==> src/rtl/async_rx_pkg.sv <==
package async_rx_pkg;
  typedef struct packed {
    logic clearBuf;
    logic takeData;
    logic takeParity;
    logic commit;
  } rxStrobe_t;

  typedef enum logic [2:0] {
    ST_IDLE,
    ST_START,
    ST_DATA,
    ST_PARITY,
    ST_STOP
  } rxState_t;
endpackage

==> src/rtl/async_rx_ctrl.sv <==
module async_rx_ctrl
  import async_rx_pkg::*;
#(
  parameter int OVERSAMPLE = 16,
  parameter int MAX_BITS   = 9
) (
  input  logic                         clk,
  input  logic                         rstN,
  input  logic                         sampleTick,
  input  logic                         lineS,
  input  logic [3:0]                   dataBits,
  input  logic                         parityOn,
  output rxStrobe_t                    strobe,
  output logic [$clog2(MAX_BITS)-1:0]  bitIdx
);
  localparam int CNTW = $clog2(OVERSAMPLE);
  localparam int HALF = OVERSAMPLE / 2;
  localparam int IDXW = $clog2(MAX_BITS);

  rxState_t        state;
  logic [CNTW-1:0] tickCnt;
  logic            lastHigh;
  logic            atHalf;
  logic            atFull;
  logic            lastBit;

  assign atHalf  = sampleTick && (tickCnt == CNTW'(HALF - 1));
  assign atFull  = sampleTick && (tickCnt == CNTW'(OVERSAMPLE - 1));
  assign lastBit = (bitIdx == IDXW'(dataBits - 4'd1));

  always_comb begin
    strobe            = '0;
    strobe.clearBuf   = (state == ST_START) && atHalf && !lineS;
    strobe.takeData   = (state == ST_DATA) && atFull;
    strobe.takeParity = (state == ST_PARITY) && atFull;
    strobe.commit     = (state == ST_STOP) && atFull;
  end

  always_ff @(posedge clk or negedge rstN) begin
    if (!rstN) begin
      state    <= ST_IDLE;
      tickCnt  <= '0;
      bitIdx   <= '0;
      lastHigh <= 1'b0;
    end else if (sampleTick) begin
      case (state)
        ST_IDLE: begin
          lastHigh <= lineS;
          tickCnt  <= '0;
          if (!lineS && lastHigh) state <= ST_START;
        end
        ST_START: begin
          if (atHalf) begin
            tickCnt <= '0;
            bitIdx  <= '0;
            if (!lineS) begin
              state <= ST_DATA;
            end else begin
              state    <= ST_IDLE;
              lastHigh <= 1'b1;
            end
          end else begin
            tickCnt <= tickCnt + 1'b1;
          end
        end
        ST_DATA: begin
          tickCnt <= tickCnt + 1'b1;
          if (atFull) begin
            if (lastBit) state <= parityOn ? ST_PARITY : ST_STOP;
            else         bitIdx <= bitIdx + 1'b1;
          end
        end
        ST_PARITY: begin
          tickCnt <= tickCnt + 1'b1;
          if (atFull) state <= ST_STOP;
        end
        ST_STOP: begin
          tickCnt <= tickCnt + 1'b1;
          if (atFull) begin
            state    <= ST_IDLE;
            lastHigh <= lineS;
          end
        end
        default: state <= ST_IDLE;
      endcase
    end
  end

  strobe_onehot_chk: assert property (@(posedge clk) disable iff (!rstN)
    $onehot0(strobe));


  bit_idx_range_chk: assert property (@(posedge clk) disable iff (!rstN)
    (state == ST_DATA) |-> (bitIdx < IDXW'(MAX_BITS)));


  glitch_reject_chk: assert property (@(posedge clk) disable iff (!rstN)
    (state == ST_START && atHalf && lineS) |=> (state == ST_IDLE));


  no_start_while_unarmed_chk: assert property (@(posedge clk) disable iff (!rstN)
    (state == ST_IDLE && !lastHigh) |=> (state == ST_IDLE));
endmodule

==> src/rtl/async_rx_dpath.sv <==
module async_rx_dpath
  import async_rx_pkg::*;
#(
  parameter int MAX_BITS    = 9,
  parameter int SYNC_STAGES = 2
) (
  input  logic                         clk,
  input  logic                         rstN,
  input  logic                         rxLine,
  input  rxStrobe_t                    strobe,
  input  logic [$clog2(MAX_BITS)-1:0]  bitIdx,
  input  logic                         parityOn,
  input  logic                         parityOdd,
  input  logic                         rxRead,
  output logic                         lineS,
  output logic [MAX_BITS-1:0]          rxWord,
  output logic                         rxValid,
  output logic                         frameErr,
  output logic                         parityErr,
  output logic                         overrunErr
);
  logic [SYNC_STAGES-1:0] syncReg;
  logic [MAX_BITS-1:0]    shiftBuf;
  logic                   parAcc;
  logic                   parBad;

  always_ff @(posedge clk or negedge rstN) begin
    if (!rstN) syncReg <= '1;
    else       syncReg <= {syncReg[SYNC_STAGES-2:0], rxLine};
  end
  assign lineS = syncReg[SYNC_STAGES-1];

  always_ff @(posedge clk or negedge rstN) begin
    if (!rstN) begin
      shiftBuf <= '0;
      parAcc   <= 1'b0;
      parBad   <= 1'b0;
    end else if (strobe.clearBuf) begin
      shiftBuf <= '0;
      parAcc   <= 1'b0;
      parBad   <= 1'b0;
    end else if (strobe.takeData) begin
      shiftBuf[bitIdx] <= lineS;
      parAcc           <= parAcc ^ lineS;
    end else if (strobe.takeParity) begin
      parBad <= ((parAcc ^ parityOdd) != lineS);
    end
  end

  always_ff @(posedge clk or negedge rstN) begin
    if (!rstN) begin
      rxWord     <= '0;
      rxValid    <= 1'b0;
      frameErr   <= 1'b0;
      parityErr  <= 1'b0;
      overrunErr <= 1'b0;
    end else if (strobe.commit) begin
      rxWord     <= shiftBuf;
      rxValid    <= 1'b1;
      frameErr   <= !lineS;
      parityErr  <= parityOn && parBad;
      overrunErr <= rxValid && !rxRead;
    end else if (rxRead) begin
      rxValid <= 1'b0;
    end
  end


  commit_sets_valid_chk: assert property (@(posedge clk) disable iff (!rstN)
    strobe.commit |=> rxValid);


  read_clears_valid_chk: assert property (@(posedge clk) disable iff (!rstN)
    (rxRead && !strobe.commit) |=> !rxValid);


  word_hold_chk: assert property (@(posedge clk) disable iff (!rstN)
    !strobe.commit |=> ($stable(rxWord) && $stable(frameErr)
                        && $stable(parityErr) && $stable(overrunErr)));


  overrun_set_chk: assert property (@(posedge clk) disable iff (!rstN)
    (strobe.commit && rxValid && !rxRead) |=> overrunErr);


  no_parity_chk: assert property (@(posedge clk) disable iff (!rstN)
    (strobe.commit && !parityOn) |=> !parityErr);
endmodule

==> src/rtl/async_rx.sv <==
module async_rx
  import async_rx_pkg::*;
#(
  parameter int OVERSAMPLE  = 16,
  parameter int SYNC_STAGES = 2
) (
  input  logic       clk,
  input  logic       rstN,
  input  logic       sampleTick,
  input  logic       rxLine,
  input  logic [3:0] dataBits,
  input  logic       parityOn,
  input  logic       parityOdd,
  input  logic       rxRead,
  output logic [7:0] rxData,
  output logic       rxBit8,
  output logic       rxValid,
  output logic       frameErr,
  output logic       parityErr,
  output logic       overrunErr
);
  localparam int MAX_BITS = 9;
  localparam int IDXW     = $clog2(MAX_BITS);

  rxStrobe_t           strobe;
  logic [IDXW-1:0]     bitIdx;
  logic                lineS;
  logic [MAX_BITS-1:0] rxWord;

  async_rx_ctrl #(.OVERSAMPLE(OVERSAMPLE), .MAX_BITS(MAX_BITS)) u_ctrl (
    .clk        (clk),
    .rstN       (rstN),
    .sampleTick (sampleTick),
    .lineS      (lineS),
    .dataBits   (dataBits),
    .parityOn   (parityOn),
    .strobe     (strobe),
    .bitIdx     (bitIdx)
  );

  async_rx_dpath #(.MAX_BITS(MAX_BITS), .SYNC_STAGES(SYNC_STAGES)) u_dpath (
    .clk        (clk),
    .rstN       (rstN),
    .rxLine     (rxLine),
    .strobe     (strobe),
    .bitIdx     (bitIdx),
    .parityOn   (parityOn),
    .parityOdd  (parityOdd),
    .rxRead     (rxRead),
    .lineS      (lineS),
    .rxWord     (rxWord),
    .rxValid    (rxValid),
    .frameErr   (frameErr),
    .parityErr  (parityErr),
    .overrunErr (overrunErr)
  );

  assign rxData = rxWord[7:0];
  assign rxBit8 = rxWord[8];
endmodule

==> config.mk <==
export PLATFORM = sky130hd
export DESIGN_NAME = async_rx
export DESIGN_NICKNAME = d
export VERILOG_FILES = /design/src/rtl/async_rx_pkg.sv /design/src/rtl/async_rx_ctrl.sv /design/src/rtl/async_rx_dpath.sv /design/src/rtl/async_rx.sv
export SDC_FILE = /design/constraint.sdc
export NUM_CORES = 1
export LEC_CHECK = 0
export BUFFER_PORTS_ARGS = -buffer_cell sky130_fd_sc_hd__buf_2
export CORE_ASPECT_RATIO = 1.75
export CORE_MARGIN = 8
export CORE_UTILIZATION = 59
export DETAILED_ROUTE_END_ITERATION = 8
export MAX_ROUTING_LAYER = met4
export PLACE_DENSITY = 0.9
export SETUP_SLACK_MARGIN = 0.5
export SLEW_MARGIN = 40
export SYNTH_ARGS = -nofsm -noshare
export SYNTH_HDL_FRONTEND = slang
export SYNTH_SLANG_ARGS = --single-unit
==> constraint.sdc <==
create_clock -name clk -period 3 [get_ports clk]
set_input_delay 0.9 -clock clk [delete_from_list [all_inputs] [get_ports clk]]
set_output_delay 0.9 -clock clk [all_outputs]
set_load 0.01 [all_outputs]
==> flow_summary.ini <==
[setup_path]
critPathMaxFanout = 3
cp-end-kind = flip-flop
slowest_delay_ps = 390
worstPathCellList = buf_2 > inv_1 > ha_1 > xor2_1 > nand2_1 > or3_4 > and2_0 > a211o_1
crit_arrival_ps = 2380
startpoint_type = primary input
reg2reg_slack_ps = 1030
critPathBufInv = 2
crit_type = in -> reg
crit_slowest_cell = or3_4
crit_family = simple AND/OR/NAND/NOR gates
worstPathRequired_ps = 3180

[floorplanning]
die_h_um = 92.4
dieArea_sq_um = 5510
fp.dieW_um = 59.7
rows = 28
io_pins = 24
core-area_sq_um = 3290
start_util_pct = 59.8

[synth]
synth_edf_count = 0
synth_ff_type = dfrtp_1
ys_seq_elements = 38
synthArstFlopShare_pct = 100
syn_inst = 197
synth_top_family_by_area = simple AND/OR/NAND/NOR gates
syn_area_per_cell_sq_um = 9.99
syn_area_sq_um = 1970
synth-adder-area-share_pct = 3.81
ys_seq_area_share_pct = 48.4
synthMuxAreaShare_pct = 5.66
synthXorXnorAreaFrac_pct = 4.01
ys_types = 44
synth_compound_area_share_pct = 14.0
yosysWarnings = 0
synthSimpleGateAreaFrac_pct = 20.5
synth_nets = 214

[cells_and_area]
syn_to_final_growth_pct = 12.0
layout.nets = 238
final_area_sq_um = 2200
drive_gt1_share_pct = 22.5
n_antenna_cell = 0
final_cells = 267

[clocking]
cts_max_path_buffers = 2
clk_latency_ps = 290
cts_setup_buffers = 0
htree_levels = 2
cts.sinks = 38
cts_tree = built
cts_buffers = 5
holdBufCountCts = 0
cts-root-buf = clkbuf_8
ctsResizeCount = 0
clk_pin_slew_ps = 70

[power]
powerDensity_nw_per_um2 = 565
cellLeakagePower_uw = 0.00102
vdd.ir_drop.worst_v = 0.000384

[placed_design]
dp_hpwl_um = 2850
place.gp.congestion = 0.870
dpl_cell_area_sq_um = 2120
post-place-ws_ps = 477
dp.cells = 259
io_buffer_count = 23

[sta]
finClkSkew_ps = 4.12
slew_viol_final = 0
period_minus_slack_ps = 2210
rsz0062_at_grt = false
setup_slack_ps = 791
fin_tns_setup_ps = 0
period_share_pct = 73.6
worst_pin_slew_ps = 612
finalHoldViolations = 0
hold_slack_ps = 368
setup-violations-final = 0
fmax_mhz = 453
max-slew-margin-rel_pct = 59.1

[route]
drtPass1Iterations = 4
drt_iter0_drc = 48
wirelength_um = 3770
viasPerCell = 5.59
wl_met1_um = 1500
top_layer_used = met4
detail-route-antenna-nets = 0
wl_met2_um = 2040
num_vias = 1493
drc = 0
wl_per_cell_um = 14.1
wl_met3_um = 153

[global_routing]
grt_max_degree = 39
grt_pass1_wl_um = 6740
grt_pass1_vias = 1547
grt_usage_pct = 16.1
grt_overflow = 0
antenna_found_initial = 0

[min_path]
hp-class = reg -> reg

[status]
status = finished clean

[run]
max_cap_viol_count = 0
-- final timing paths --
check                           depth (start not counted)            endpoint               start
worst min-delay path                                    0  u_dpath.syncReg[1]  u_dpath.syncReg[0]
worst min register to register                          0  u_dpath.syncReg[1]  u_dpath.syncReg[0]
worst max register to register                          5    u_ctrl.bitIdx[2]     u_ctrl.state[1]
max in group asynchronous                               1  u_dpath.syncReg[1]                rstN
min in group asynchronous                               1   u_ctrl.tickCnt[2]                rstN
worst max-delay path                                    8     u_ctrl.state[1]         dataBits[0]
-- synthesized netlist by cell type, types with 3 or more instances --
| cell | number | area [sq um] |
|---|---|---|
| o21ai_1 | 10 | 50.1 |
| nor3_1 | 3 | 15.0 |
| clkbuf_1 | 3 | 11.3 |
| nand3_1 | 17 | 85.1 |
| buf_2 | 5 | 25.0 |
| o21ai_0 | 12 | 60.1 |
| ha_1 | 6 | 75.1 |
| xnor2_1 | 6 | 52.6 |
| nand2_1 | 25 | 93.8 |
| inv_1 | 9 | 33.8 |
| dfrtp_1 | 36 | 901 |
| mux2_2 | 9 | 101 |
| xor2_1 | 3 | 26.3 |
| a21oi_1 | 3 | 15.0 |
| nand4b_1 | 3 | 26.3 |
| nor2_1 | 11 | 41.3 |
-- per-layer routing --
layer	up-vias	GRT usage, %
li1	751	-
met2	30	27.9
met1	706	16.6
met3	6	2.92
met4	0	8.02
met5	-	-
-- flip-flops by register name (all words and copies together), names as in the netlist --
signal,count
u_dpath.rxWord,9
u_dpath.shiftBuf,9
u_ctrl.bitIdx,4
u_ctrl.tickCnt,4
u_ctrl.state,3
u_dpath.syncReg,2
u_ctrl.lastHigh,1
u_dpath.frameErr,1
u_dpath.overrunErr,1
u_dpath.parAcc,1
u_dpath.parBad,1
u_dpath.parityErr,1
u_dpath.rxValid,1
-- report_power, final --
group	internal (uW)	leakage [uW]	switching, uW
clock	161	0.0000450	174
combinational	109	0.000471	147
sequential	571	0.000507	80.9
total	842	0.00102	402
-- kinds of logic (layout without fill, tap and decap cells) --
logic type      after synthesis  after routing
simple gates                 77             77
compound gates               40             40
flops                        38             38
buf+inv                      17             42
mux                          10             10
xor+xnor                      9              9
fa+ha+maj                     6              6
-- cells in the final DEF, fill, tap and decap left out, drive strengths merged --
cell and count:
ha 6, and3 1, mux2i 1, a2111oi 2, clkinv 2, mux2 9
a211o 1, o41ai 2, a21oi 3, dfrtp 36, xor2 3, and4 1
xnor2 6, a31o 1, nor3 4, dfstp 2, nand4b 3, nor4b 1
nand3b 2, clkbuf 6, nor2b 1, nand3 17, or3b 2, nor2 11
o31ai 2, nand2b 1, a22o 1, o22ai 1, o211ai 1, o21ai 22
nand2 25, nor3b 2, inv 9, buf 25, nand4 2, or3 2
a21o 1, a21boi 1, a31oi 2, and2 2
-- area by class of cell --
type / instances / area [sq um]
inverter: 9 / 33.8
multi-input combinational: 142 / 945
tap: 45 / 56.3
clock buffer: 6 / 72.6
clock inverter: 2 / 10.0
sequential: 38 / 953
timing repair buffer: 25 / 133
fill: 309 / 1090
-- metrics by stage --
stage	power, uW	utilization (%)
after floorplan	845	-
after global placement	899	64.3
after detailed placement	917	64.3
after CTS	1250	66.8
after global routing	1320	66.9
final	1240	66.9
Note: power is estimated with default switching activity, not from simulation.
